$ cat src/rtl/dpf_pkg.sv
package dpf_pkg;
  typedef logic [7:0]  byte_t;
  typedef logic [15:0] word_t;

  // which path updates the active pointer this cycle
  typedef enum logic [1:0] {
    UPD_NONE = 2'd0,
    UPD_SFR  = 2'd1,
    UPD_INC  = 2'd2,
    UPD_LOAD = 2'd3
  } upd_src_e;
endpackage

$ cat src/rtl/dpf_sel_reg.sv
module dpf_sel_reg
  import dpf_pkg::*;
#(
  parameter int BANK_W = 3
) (
  input  logic              clk,
  input  logic              rst_n,
  input  logic              wr_en,
  input  byte_t             wdata,
  output byte_t             sel_byte,
  output logic [BANK_W-1:0] bank
);
  byte_t sel_d, sel_q;

  always_comb begin
    sel_d = sel_q;
    if (wr_en) sel_d = wdata;
  end

  always_ff @(posedge clk or negedge rst_n) begin
    if (!rst_n) sel_q <= '0;
    else        sel_q <= sel_d;
  end

  assign sel_byte = sel_q;
  assign bank     = sel_q[BANK_W-1:0];
endmodule

$ cat src/rtl/dpf_ptr_next.sv
module dpf_ptr_next
  import dpf_pkg::*;
(
  input  word_t      cur,
  input  logic       sfr_lo_we,
  input  logic       sfr_hi_we,
  input  byte_t      sfr_wdata,
  input  logic       inc,
  input  logic       load,
  input  word_t      load_val,
  output logic [1:0] wr_mask,
  output word_t      wr_word
);
  upd_src_e src;

  always_comb begin
    if (load)                        src = UPD_LOAD;
    else if (inc)                    src = UPD_INC;
    else if (sfr_lo_we || sfr_hi_we) src = UPD_SFR;
    else                             src = UPD_NONE;
  end

  always_comb begin
    wr_mask = 2'b00;
    wr_word = cur;
    unique case (src)
      UPD_LOAD: begin
        wr_mask = 2'b11;
        wr_word = load_val;
      end
      UPD_INC: begin
        wr_mask = 2'b11;
        wr_word = cur + 16'd1;
      end
      UPD_SFR: begin
        wr_mask = {sfr_hi_we, sfr_lo_we};
        if (sfr_lo_we) wr_word[7:0]  = sfr_wdata;
        if (sfr_hi_we) wr_word[15:8] = sfr_wdata;
      end
      default: ;
    endcase
  end
endmodule

$ cat src/rtl/dpf_store.sv
module dpf_store
  import dpf_pkg::*;
#(
  parameter int NUM_BANKS = 8,
  parameter int BANK_W    = $clog2(NUM_BANKS)
) (
  input  logic              clk,
  input  logic              rst_n,
  input  logic [BANK_W-1:0] bank,
  input  logic [1:0]        wr_mask,
  input  word_t             wr_word,
  output word_t             rd_word
);
  localparam int NBYTES = 2 * NUM_BANKS;

  logic [NBYTES*8-1:0] flat;

  for (genvar i = 0; i < NBYTES; i++) begin : g_byte
    localparam int OWNER = i / 2;
    localparam int HALF  = i % 2;
    byte_t q, d;
    logic  en;

    assign en = wr_mask[HALF] && (bank == BANK_W'(OWNER));

    always_comb begin
      d = q;
      if (en) d = wr_word[HALF*8 +: 8];
    end

    always_ff @(posedge clk or negedge rst_n) begin
      if (!rst_n) q <= '0;
      else        q <= d;
    end

    assign flat[i*8 +: 8] = q;
  end

  assign rd_word = flat[int'(bank)*16 +: 16];
endmodule

$ cat src/rtl/dpf_bank_file.sv
module dpf_bank_file
  import dpf_pkg::*;
#(
  parameter int         NUM_BANKS = 8,
  parameter logic [7:0] SEL_ADDR  = 8'h92,
  parameter logic [7:0] LO_ADDR   = 8'h82,
  parameter logic [7:0] HI_ADDR   = 8'h83
) (
  input  logic        clk,
  input  logic        rst_n,
  input  logic [7:0]  sfr_addr,
  input  logic        sfr_we,
  input  logic [7:0]  sfr_wdata,
  output logic [7:0]  sfr_rdata,
  output logic [15:0] ptr_value,
  input  logic        ptr_inc,
  input  logic        ptr_load,
  input  logic [15:0] ptr_load_val
);
  localparam int BANK_W = $clog2(NUM_BANKS);

  logic              sel_wr, lo_wr, hi_wr;
  byte_t             sel_byte;
  logic [BANK_W-1:0] bank;
  logic [1:0]        wr_mask;
  word_t             wr_word, cur;

  assign sel_wr = sfr_we && (sfr_addr == SEL_ADDR);
  assign lo_wr  = sfr_we && (sfr_addr == LO_ADDR);
  assign hi_wr  = sfr_we && (sfr_addr == HI_ADDR);

  dpf_sel_reg #(.BANK_W(BANK_W)) u_sel (
    .clk      (clk),
    .rst_n    (rst_n),
    .wr_en    (sel_wr),
    .wdata    (sfr_wdata),
    .sel_byte (sel_byte),
    .bank     (bank)
  );

  dpf_ptr_next u_next (
    .cur       (cur),
    .sfr_lo_we (lo_wr),
    .sfr_hi_we (hi_wr),
    .sfr_wdata (sfr_wdata),
    .inc       (ptr_inc),
    .load      (ptr_load),
    .load_val  (ptr_load_val),
    .wr_mask   (wr_mask),
    .wr_word   (wr_word)
  );

  dpf_store #(.NUM_BANKS(NUM_BANKS), .BANK_W(BANK_W)) u_store (
    .clk     (clk),
    .rst_n   (rst_n),
    .bank    (bank),
    .wr_mask (wr_mask),
    .wr_word (wr_word),
    .rd_word (cur)
  );

  assign ptr_value = cur;

  always_comb begin
    if (sfr_addr == SEL_ADDR)     sfr_rdata = sel_byte;
    else if (sfr_addr == LO_ADDR) sfr_rdata = cur[7:0];
    else if (sfr_addr == HI_ADDR) sfr_rdata = cur[15:8];
    else                          sfr_rdata = 8'h00;
  end
endmodule

$ cat config.mk
export PLATFORM = sky130hd
export DESIGN_NAME = dpf_bank_file
export DESIGN_NICKNAME = d
export VERILOG_FILES = /design/src/rtl/dpf_pkg.sv /design/src/rtl/dpf_sel_reg.sv /design/src/rtl/dpf_ptr_next.sv /design/src/rtl/dpf_store.sv /design/src/rtl/dpf_bank_file.sv
export SDC_FILE = /design/constraint.sdc
export NUM_CORES = 1
export LEC_CHECK = 0
export ABC_AREA = 1
export ABC_CLOCK_PERIOD_IN_PS = 2600
export BUFFER_PORTS_ARGS = -buffer_cell sky130_fd_sc_hd__buf_2
export CAP_MARGIN = 20
export CELL_PAD_IN_SITES_DETAIL_PLACEMENT = 1
export CELL_PAD_IN_SITES_GLOBAL_PLACEMENT = 2
export CORE_MARGIN = 4
export CORE_UTILIZATION = 35
export CTS_CLUSTER_SIZE = 28
export DETAILED_ROUTE_END_ITERATION = 8
export PLACE_DENSITY = 0.91
export SYNTH_ARGS = -nofsm -noshare
export SYNTH_HDL_FRONTEND = slang
export SYNTH_SLANG_ARGS = --single-unit
export TNS_END_PERCENT = 30
$ cat constraint.sdc
create_clock -name clk -period 2.6 [get_ports clk]
set_clock_uncertainty 0.2 [all_clocks]
set_input_delay 0 -clock clk [delete_from_list [all_inputs] [get_ports clk]]
set_output_delay 0 -clock clk [all_outputs]
set_load 0.01 [all_outputs]
==> reports/qor.yml, run 1 <==
outcome:
  status: "finished with violations"
  violations: "negative setup slack"
yosys:
  synth_top_area_cell: "dfrtp_1"
  synth_cell_type_count: 38
  synthSimpleGateAreaFrac_pct: 44.9
  mappedNetlistArea_sq_um: 8070
  ys_ff_latch: 136
  synth.area.top_cells: "dfrtp_1, nand2_1, nand3_1, o21ai_0, inv_1"
  yosysWarnings: 0
  synth-compound-area-share_pct: 6.60
  synth.avg_cell_area_sq_um: 7.01
  synth_fp_nets: 1190
  synth_top_family_by_area: "simple AND/OR/NAND/NOR gates"
  synth_xor_area_share_pct: 0
  synth_seq_area_share_pct: 42.2
  synth_top_area_share_pct: 42.2
  synth.mux.area_fraction_pct: 0.139
  synthAdderAreaFrac_pct: 0.155
  syn_inst: 1152
setup_path:
  startpoint: "u_sel.sel_byte[0]$_DFFE_PN0P_"
  critical_path_class: "reg2reg"
  cp_slowest_cell: "dfrtp_2"
  r2r_start: "u_sel.sel_byte[0]$_DFFE_PN0P_"
  crit_fanout: 20
  arrival_ns: 2.78
  critPathRequiredTime_ns: 2.76
  slowest_delay_ns: 0.46
  start_kind: "flip-flop"
  end_kind: "flip-flop"
  cp_cell_sequence: "buf_12, buf_12, nand2_1, nand2_1, nand2_1, nand3_1, nand2_2, nor2_4, nand2_2, nor2_2, nand2_1, nand2_1, nand3_1, nand2_4, nand3_1, nand2_1"
  cp_common_cell: "nand2_1"
cells_and_area:
  layout_commonest_cell: "nand2_1"
  drive_gt1_share_pct: 20.6
  most-common-layout-cells: "nand2_1, dfrtp_1, nand3_1"
  num-nets-final: 1333
  syn_to_final_growth_pct: 27.1
  post-route-util_pct: 45.3
  fill_cells: 2845
  n_antenna_cell: 0
clock_network:
  clkTransAtPathRegs_ns: 0.07
  cts_buffers: 17
  cts_max_path_buffers: 2
  clkLatencyLatePin_ns: 0.44
  cts_sinks: 136
  clockRootBuffer: "clkbuf_16"
  cts_tree: "yes"
  htreeDepth: 4
global_routing:
  grt_use_total_pct: 23.5
  grt_antenna_before_repair: 0
  grt_max_degree: 46
  grt_pass1_vias: 8634
  grt_overflow: 0
  grt_pass1_wl_microns: 47900
sta:
  holdWs_ns: 0.0137
  clock.fmax_ghz: 0.382
  tightestPinTransition_ns: 0.680
  hold_violations: 0
  slew_viol_final: 0
  fin_ws_ns: -0.0187
  post-route-period-util_pct: 101
  slew_headroom_pct: 54.6
  setup_viol: 4
  rsz0062_at_grt: "true"
  fin_crit_ns: 2.62
  setup_tns_ns: -0.0423
routing:
  post_drt_via_cell_ratio: 5.29
  drtIter0Drc: 706
  wire_per_inst_microns: 19.2
  drtPass1Iterations: 5
  drtAntennaViolNets: 0
  vias: 8423
  wl_microns: 30600
  drc: 0
floorplan:
  dieArea_sq_um: 25600
  fp.coreArea_sq_um: 22600
  die_x_microns: 160
  io_pins: 61
  die_y_microns: 160
  start_util_pct: 35.7
  rows: 55
run:
  drv_cap: 0
placed_design:
  numPortBuffers: 60
  gp_congestion: 0.894
  dp_hpwl_microns: 21000
power:
  p_leak_nw: 5.41
  power.density_nw_per_um2: 614
  ir_worst_vdd_v: 0.000434
min_path:
  min_path_type: "in2reg"
  worst_hold_startpoint: "sfr_we"
[routing by layer]
metal  global-route usage [%]  wire (microns)  up-vias
met5                        0               0        -
met4                     6.49             498        0
met3                     3.05            1380       37
met2                     39.4           14700      241
met1                     32.2           14000     4189
li1                         -               -     3956
[worst max-delay path: cells and delay by family, from the launching register on]
| kind | cells | cell delay (ns) |
|---|---|---|
| buf+inv | 2 | 0.37 |
| simple gates | 14 | 1.51 |
| flops | 1 | 0.46 |
[metrics by stage]
| stage | std cells | cell area (sq um) | setup slack [ns] | power [mW] |
|---|---|---|---|---|
| after floorplan | 1152 | 8070 | 0.366 | 3.14 |
| after global placement | 1522 | 9100 | -0.00721 | 3.67 |
| after detailed placement | 1522 | 9100 | -0.0179 | 3.70 |
| after CTS | 1580 | 9990 | 0.00213 | 6.24 |
| after global routing | 1593 | 10300 | -0.163 | 6.59 |
| final | 1593 | 10300 | -0.0187 | 6.30 |
[report_power, final]
group	switching, mW	total [mW]	internal (mW)
sequential	0.0976	2.38	2.28
clock	1.11	2.49	1.38
combinational	0.933	1.43	0.497
[flip-flops by register name (all words and copies together) (netlist names)]
signal            flops
u_sel.sel_byte        8
u_store.g_byte.q    128
[cell usage after synthesis]
cell / number
o21ai_4: 2
nor3_1: 1
clkbuf_1: 7
buf_2: 21
nor3_2: 13
nand3_1: 116
o22ai_1: 3
clkinv_1: 1
o22a_1: 1
nand3_4: 2
nand2_2: 16
buf_4: 4
buf_6: 6
o21ai_2: 2
mux2_2: 1
a22oi_1: 1
inv_1: 50
o2111ai_1: 2
nor2_2: 5
o221ai_1: 7
nand2_4: 6
a21oi_2: 1
nor3_4: 4
o21ai_1: 9
o211ai_1: 2
nand2_1: 616
a21oi_1: 19
dfrtp_1: 136
inv_2: 9
nor2_1: 24
buf_8: 2
ha_1: 1
nand4_4: 1
nand3_2: 9
nand4_1: 4
o21ai_0: 41
nor2_4: 6
nor3b_1: 1
[timing repair]
action	in CTS	in global routing
endpoints found under the hold margin	252	0
setup buffers	0	10
cloned	0	3
hold buffers	26	0
pin swaps	2	6
endpoints found under the setup margin	16	100
resized for setup	3	32
[kinds of logic after synthesis]
kind of cell               after synthesis
buffers and inverters                  100
AOI/OAI and AO/OA                       90
adders and majority gates                1
and+or+nand+nor                        824
DFF                                    136
muxes                                    1
[layout make-up]
type	instances	area [sq um]	share of cell area (%)
Sequential cell	136	3400	33.2
Clock inverter	15	168	1.63
Timing Repair Buffer	164	1400	13.6
Tap cell	285	357	3.47
Multi-Input combinational cell	916	4280	41.7
Clock buffer	17	425	4.14
Inverter	60	230	2.24
[path summary, 6_finish.rpt]
path | slack (ns) | depth (start not counted) | endpoint
setup reg to reg | -0.02 | 16 | u_store.g_byte[9].q[5]$_DFFE_PN0P_
hold / removal | 0.01 | 4 | u_sel.sel_byte[4]$_DFFE_PN0P_
hold reg to reg | 0.28 | 2 | u_store.g_byte[15].q[6]$_DFFE_PN0P_
max in group asynchronous | 1.45 | 4 | u_sel.sel_byte[0]$_DFFE_PN0P_
min in group asynchronous | 0.47 | 4 | u_store.g_byte[6].q[3]$_DFFE_PN0P_
setup / recovery | -0.02 | 16 | u_store.g_byte[9].q[5]$_DFFE_PN0P_
Note: power is estimated with default switching activity, not from simulation.
==> run 2: changes to the inputs <==
--- a/config.mk
+++ b/config.mk
@@ -16,6 +16,7 @@
 export CTS_CLUSTER_SIZE = 28
 export DETAILED_ROUTE_END_ITERATION = 8
 export PLACE_DENSITY = 0.91
+export SKIP_CTS_REPAIR_TIMING = 1
 export SYNTH_ARGS = -nofsm -noshare
 export SYNTH_HDL_FRONTEND = slang
 export SYNTH_SLANG_ARGS = --single-unit
==> reports/qor.yml, run 2 (synthesized netlist as in run 1, its figures left out) <==
floorplan:
  fp.coreArea_sq_um: 22600
  rows: 55
  start_util_pct: 35.7
  die_y_microns: 160
  io_pins: 61
  die_x_microns: 160
  dieArea_sq_um: 25600
cells_and_area:
  final_cells: 1587
  syn_to_final_growth_pct: 26.8
  n_antenna_cell: 0
  num-nets-final: 1327
  largest_reg_flops: 128
  layout_commonest_cell: "nand2_1"
  fill_cells: 2848
  fin_area_sq_um: 10200
  drive_gt1_share_pct: 20.2
  most-common-layout-cells: "nand2_1, dfrtp_1, nand3_1"
  top_register: "u_store.g_byte.q"
global_routing:
  gr-max-usage-layer: "met2"
  grtUsageMet3_pct: 3.20
  grt_overflow: 0
  grt_pass1_vias: 8478
  grt_pass1_wl_microns: 47300
  grt_use_met1_pct: 32.0
  grt_max_degree: 49
  grtUsageMet2_pct: 38.5
  grt_antenna_before_repair: 0
  grt_use_total_pct: 23.2
placed_design:
  gp_congestion: 0.894
  dp_slack_ns: -0.0179
  place_area_sq_um: 9100
  numPortBuffers: 60
  dp_hpwl_microns: 21000
  dp_cells: 1522
routing:
  drc: 0
  drtIter0Drc: 661
  post_drt_via_cell_ratio: 5.34
  drtAntennaViolNets: 0
  wl_microns: 31100
  drtPass1Iterations: 5
  wire_per_inst_microns: 19.6
  vias: 8474
sta:
  fin_crit_ns: 2.67
  tightestPinTransition_ns: 0.683
  slew_viol_final: 0
  fin_ws_ns: -0.0682
  hold_violations: 4
  post-route-period-util_pct: 103
  holdWs_ns: -0.0172
  clock.fmax_ghz: 0.375
  slew_headroom_pct: 54.4
  rsz0062_at_grt: "true"
  setup_viol: 21
setup_path:
  critPathRequiredTime_ns: 2.76
  critical_path_class: "reg2reg"
  start_kind: "flip-flop"
  end_kind: "flip-flop"
  crit_fanout: 17
  r2r_slack_ns: -0.07
  arrival_ns: 2.83
clock_network:
  cts_tree: "yes"
  cts_buffers: 17
  clkTransAtPathRegs_ns: 0.06
  cts_max_path_buffers: 2
  clockRootBuffer: "clkbuf_16"
  clkLatencyLatePin_ns: 0.43
  cts_sinks: 136
  htreeDepth: 4
power:
  power.density_nw_per_um2: 617
  p_total_mw: 6.31
  p_leak_nw: 5.39
  ir_worst_vdd_v: 0.000437
run:
  drv_cap: 0
min_path:
  min_path_type: "in2reg"
outcome:
  violations: "negative hold slack, negative setup slack"
  status: "finished with violations"
[run 2: path summary, 6_finish.rpt]
| check | from | to | cells after the start |
|---|---|---|---|
| min in group asynchronous | rst_n | u_store.g_byte[6].q[3]$_DFFE_PN0P_ | 4 |
| max in group asynchronous | rst_n | u_sel.sel_byte[0]$_DFFE_PN0P_ | 4 |
| hold / removal | ptr_load_val[2] | u_store.g_byte[4].q[2]$_DFFE_PN0P_ | 6 |
| hold reg to reg | u_store.g_byte[15].q[6]$_DFFE_PN0P_ | u_store.g_byte[15].q[6]$_DFFE_PN0P_ | 2 |
| setup / recovery | u_sel.sel_byte[0]$_DFFE_PN0P_ | u_store.g_byte[15].q[5]$_DFFE_PN0P_ | 17 |
| setup reg to reg | u_sel.sel_byte[0]$_DFFE_PN0P_ | u_store.g_byte[15].q[5]$_DFFE_PN0P_ | 17 |
[run 2: area by class of cell]
type / count / area [sq um] / share of cell area, %
clock buffers: 17 / 425 / 4.16
clock inverters: 15 / 168 / 1.64
inverters: 60 / 233 / 2.27
multi-input cells: 916 / 4290 / 41.9
flip-flops and latches: 136 / 3400 / 33.3
well taps: 285 / 357 / 3.48
repair buffers: 158 / 1360 / 13.2
[run 2: metrics by stage]
step,setup TNS [ns],utilization [%]
global placement,-0.0262,40.2
floorplan,0,-
detailed placement,-0.0880,40.2
global route,-10.11,45.2
finish,-0.463,45.2
CTS,-0.328,42.8
[run 2: power by group]
group / internal, mW / switching, mW
clock: 1.38 / 1.11
sequential: 2.28 / 0.0979
combinational: 0.498 / 0.951
total: 4.16 / 2.16
[run 2: per-layer routing]
metal	part of all wire [%]	wire (microns)
met1	45	13900
met3	5.0	1570
met5	0	0
met4	2.1	648
met2	48	15000
[run 2: critical path: stages (launching register included)]
cell and delay [ns]:
dfrtp_2 0.47, clkinv_4 0.13, buf_12 0.12, clkbuf_16 0.17
nand2_1 0.07, nand2_1 0.10, nand2_1 0.08, nand3_1 0.13
nand2_2 0.09, nor2_1 0.14, nand2_2 0.10, nor2_2 0.12
nand2_1 0.06, nand2_1 0.08, nand3_1 0.13, nand2_4 0.20
nand3_1 0.11, nand2_1 0.09
